==> src/rtl/dch_pair_packer.sv <==
module dch_pair_packer #(
  parameter int OFS_W = 5
) (
  input  logic             clk,
  input  logic             rst_n,
  input  logic             fsync,
  input  logic             rx_bit,
  input  logic             hdlc_mode,
  input  logic [OFS_W-1:0] slot_ofs,
  input  logic [7:0]       tx_byte,
  input  logic             tx_avail,
  output logic [7:0]       rx_byte,
  output logic             rx_valid,
  output logic             tx_bit,
  output logic             tx_take
);

  localparam int PW = OFS_W + 1;
  localparam logic [PW-1:0] POS_MAX = '1;

  logic [PW-1:0] pos_q, pos_c, slot_a, slot_b;
  logic          synced_q, mode_q;
  logic [2:0]    cnt_q, cnt_eff;
  logic [7:0]    sh_q, sh_n, tx_hold, tx_cur;
  logic          restart, live, hit_a, hit_b, samp;

  assign pos_c   = fsync ? '0 : pos_q;
  assign slot_a  = {1'b0, slot_ofs};
  assign slot_b  = slot_a + 1'b1;
  assign live    = synced_q | fsync;
  assign restart = (hdlc_mode != mode_q) | (fsync & cnt_q[0]);
  assign cnt_eff = restart ? 3'd0 : cnt_q;
  assign hit_a   = live && (pos_c == slot_a) && !cnt_eff[0];
  assign hit_b   = live && (pos_c == slot_b) && cnt_eff[0];
  assign samp    = hit_a | hit_b;
  assign sh_n    = hdlc_mode ? {rx_bit, sh_q[7:1]} : {sh_q[6:0], rx_bit};
  assign tx_cur  = (cnt_eff == 3'd0) ? (tx_avail ? tx_byte : 8'hFF) : tx_hold;
  assign tx_bit  = samp ? (hdlc_mode ? tx_cur[cnt_eff] : tx_cur[3'd7 - cnt_eff]) : 1'b1;
  assign tx_take = samp && (cnt_eff == 3'd0) && tx_avail;

  always_ff @(posedge clk or negedge rst_n) begin
    if (!rst_n) begin
      pos_q    <= '0;
      synced_q <= 1'b0;
      mode_q   <= 1'b1;
      cnt_q    <= 3'd0;
      sh_q     <= 8'h00;
      tx_hold  <= 8'hFF;
      rx_byte  <= 8'h00;
      rx_valid <= 1'b0;
    end else begin
      pos_q    <= (pos_c == POS_MAX) ? pos_c : pos_c + 1'b1;
      synced_q <= live;
      mode_q   <= hdlc_mode;
      rx_valid <= samp && (cnt_eff == 3'd7);
      if (samp) begin
        sh_q  <= sh_n;
        cnt_q <= cnt_eff + 3'd1;
        if (cnt_eff == 3'd7) rx_byte <= sh_n;
        if (cnt_eff == 3'd0) tx_hold <= tx_cur;
      end else begin
        cnt_q <= cnt_eff;
      end
    end
  end

  assert_valid_single_R5: assert property (@(posedge clk) disable iff (!rst_n)
    rx_valid |=> !rx_valid);

  assert_valid_group_end_R5: assert property (@(posedge clk) disable iff (!rst_n)
    rx_valid |-> (cnt_q == 3'd0));

  assert_half_pair_restart_R6: assert property (@(posedge clk) disable iff (!rst_n)
    (fsync && cnt_q[0]) |=> (cnt_q <= 3'd1));

  assert_mode_restart_R7: assert property (@(posedge clk) disable iff (!rst_n)
    (hdlc_mode != mode_q) |=> (cnt_q <= 3'd1));

  assert_take_first_slot_R9: assert property (@(posedge clk) disable iff (!rst_n)
    tx_take |=> (cnt_q == 3'd1));

endmodule

==> config.mk <==
export PLATFORM = sky130hd
export DESIGN_NAME = dch_pair_packer
export DESIGN_NICKNAME = d
export VERILOG_FILES = /design/src/rtl/dch_pair_packer.sv
export SDC_FILE = /design/constraint.sdc
export NUM_CORES = 1
export LEC_CHECK = 0
export ABC_AREA = 1
export BUFFER_PORTS_ARGS = -buffer_cell sky130_fd_sc_hd__buf_2
export CORE_MARGIN = 2
export CORE_UTILIZATION = 30
export DETAILED_ROUTE_END_ITERATION = 16
export GPL_TIMING_DRIVEN = 0
export HOLD_SLACK_MARGIN = 0.06
export PLACE_DENSITY = 0.56
export SLEW_MARGIN = 20
export SYNTH_ARGS = -nofsm -noshare
export SYNTH_HDL_FRONTEND = slang
export SYNTH_SLANG_ARGS = --single-unit
==> constraint.sdc <==
create_clock -name clk -period 3.33 [get_ports clk]
set_input_delay 0.666 -clock clk [delete_from_list [all_inputs] [get_ports clk]]
set_output_delay 0.666 -clock clk [all_outputs]
set_load 0.02 [all_outputs]
==> results.cfg <==
[setup_path]
cpMaxStageDelayCell = ha_4
critPathRequiredTime_ns = 2.66
setup.worst_path.start_class = input port
crit_path_frequent_cell = nand3_1
arrival_ns = 2.52
endpoint_kind = output port
crit_chain = buf_2 > clkbuf_4 > nand2_1 > nand3_1 > nor2_2 > inv_2 > ha_4 > nand2_4 > nand2_1 > nand3_1 > nand3_1 > nand3_1 > nand3_1 > nand3_1 > buf_2
slowest_delay_ns = 0.22
crit_type = in2out
path_max_fanout = 10
rrSetupSlack_ns = 0.89

[finish]
nNetsFinal = 354
area_growth_pct = 17.9
drive_above_1_share_pct = 27.8
antennaDiodeCount = 0
design_area_um2 = 2720
fillerInstances = 772
mostFrequentLayoutCell = nand2_1
mostFrequentLayoutCells = nand2_1, nand3_1, inv_1, buf_2, dfrtp_1

[grt]
grt_pass1_wl_um = 8940
grt_pass1_vias = 2011
grt_max_degree = 37
antenna_found_initial = 0
grtUsageTotal_pct = 12.9
grt_overflow = 0

[floorplanning]
placementRows = 31
die_w_um = 91.6
core_um2 = 7330
die_h_um = 91.6
initial_core_util_pct = 31.4
pin_count = 30
die-area_um2 = 8400

[power_and_ir_drop]
power_leakage_nw = 1.33
cellPowerDensity_nw_per_um2 = 470
irDropWorstVdd_v = 0.000185
finalPower_mw = 1.28

[timing]
relSlewSlack_pct = 45.1
skew_ns = 0.00545
rsz0062_at_grt = false
finalMaxSlewViolations = 0
finalSetupViolations = 0
hold_violations = 0
worstMarginPinSlew_ns = 0.824
finalCritPeriodShare_pct = 95.6
fmax_mhz = 314
period_needed_ns = 3.18

[route]
drtIter0Drc = 75
dr.max_layer_used = met4
avgRoutedWirePerCell_um = 11.8
drc = 0
route.met3.wl_um = 167
met2_length_um = 2330
drt-met1-wl_um = 2490
wirelength_um = 5050
first_pass_iters = 4
ant_nets = 0
vias_per_cell = 4.58
via_count = 1969

[yosys]
ys_async_sr_fraction_pct = 100
ys_ff_latch = 36
yosysWarnings = 0
synth_cell_types = 31
avgSynthCellArea_um2 = 7.89
synth_fp_nets = 316
synth_ff_type = dfrtp_1
syn_area_um2 = 2300
yosysSeqAreaShare_pct = 39.6
syn_inst = 292
synth_edf_count = 0

[clock_tree]
clk_latency_ns = 0.29
numCtsBuffers = 5
root_buffer = clkbuf_8
cts_sinks = 36
cts_tree = yes
clk_pin_slew_ns = 0.07
cts.htree.levels = 2
cts_buffer_depth = 2

[placed_design]
port_buffers = 29
gp_congestion = 0.784
place_area_um2 = 2570
dp_hpwl_um = 3640

[hold_path]
min_path_type = in2async

[status]
status = finished, final reports clean

[job]
cap_violations = 0
## power breakdown
part           internal [mW]  leakage [nW]  switching, mW
Clock                  0.168        0.0445          0.165
Sequential             0.571         0.409         0.0535
Combinational          0.130         0.877          0.188
Total                  0.869          1.33          0.407
## cell type report
cell class	count	area [um^2]	area share [%]
multi-input cells	209	1210	44.6
flip-flops and latches	36	912	33.6
repair buffers	32	168	6.17
inverters	39	150	5.53
well taps	99	124	4.56
clock buffers	7	86.3	3.18
plain buffers	7	56.3	2.07
clock inverters	1	7.51	0.276
## final timing paths
path | start | endpoint | cells past startpoint
min reg2reg | synced_q$_DFF_PN0_ | synced_q$_DFF_PN0_ | 1
max reg2reg | mode_q$_DFF_PN1_ | rx_byte[0]$_DFFE_PN0P_ | 13
min | rst_n | rx_byte[2]$_DFFE_PN0P_ | 1
min in group clk | synced_q$_DFF_PN0_ | synced_q$_DFF_PN0_ | 1
max in group asynchronous | rst_n | cnt_q[0]$_DFF_PN0_ | 1
max | hdlc_mode | tx_bit | 15
## worst max-delay path: cells and delay by family
family	cells	cell delay (ns)
and+or+nand+nor	10	1.05
buffers and inverters	4	0.58
adders and majority gates	1	0.22
## cell usage after synthesis (3+ instances only)
cell,number,area share (%)
buf_6,3,1.5
dfstp_2,9,10
ha_1,5,2.7
o21ai_2,8,3.0
o21ai_0,10,2.2
dfrtp_1,27,29
o21ai_1,8,1.7
and2_1,8,2.2
inv_2,3,0.49
or2_2,9,2.4
xnor2_1,3,1.1
nor2_1,7,1.1
nand4_1,11,3.0
buf_2,4,0.87
nand3_1,43,9.3
inv_1,36,5.9
nand2_2,5,1.4
xor2_1,8,3.0
nand2_1,68,11
## registers in the layout, summed over array words and instances, names as in the netlist
name,flops
pos_q,6
cnt_q,3
rx_byte,8
tx_hold,8
sh_q,8
synced_q,1
mode_q,1
rx_valid,1
## layer usage
layer / track usage [%] / vias to the layer above
li1: - / 1022
met1: 16.4 / 909
met2: 22.1 / 32
met3: 2.30 / 6
met4: 4.17 / 0
met5: 0 / -
## cells by family after synthesis
group	count (synthesis)	share of synthesized area [%]
compound gates	29	7.77
xor+xnor	13	5.60
fa+ha+maj	5	2.72
buf+inv	47	8.85
flops	36	39.6
mux	2	0.869
simple gates	160	34.6
## repair_timing
item / in CTS / in global routing
setup endpoints to repair: 2 / 2
gates resized for setup: 4 / 4
buffers inserted: 0 / 3
pin swaps: 0 / 1
hold buffers: 0 / 0
## through the flow
stage,utilization [%],instances,hold WS (ns),worst slack [ns],setup TNS (ns)
after CTS,36.6,427,0.478,0.0205,0
after global routing,37.1,430,0.488,0.0134,0
after global placement,35.1,420,0.461,-0.410,-0.801
after detailed placement,35.1,420,0.465,-0.410,-0.801
final,37.1,430,0.465,0.148,0
after floorplan,-,292,0.370,0.182,0
Power figures use the tool's default switching activity.
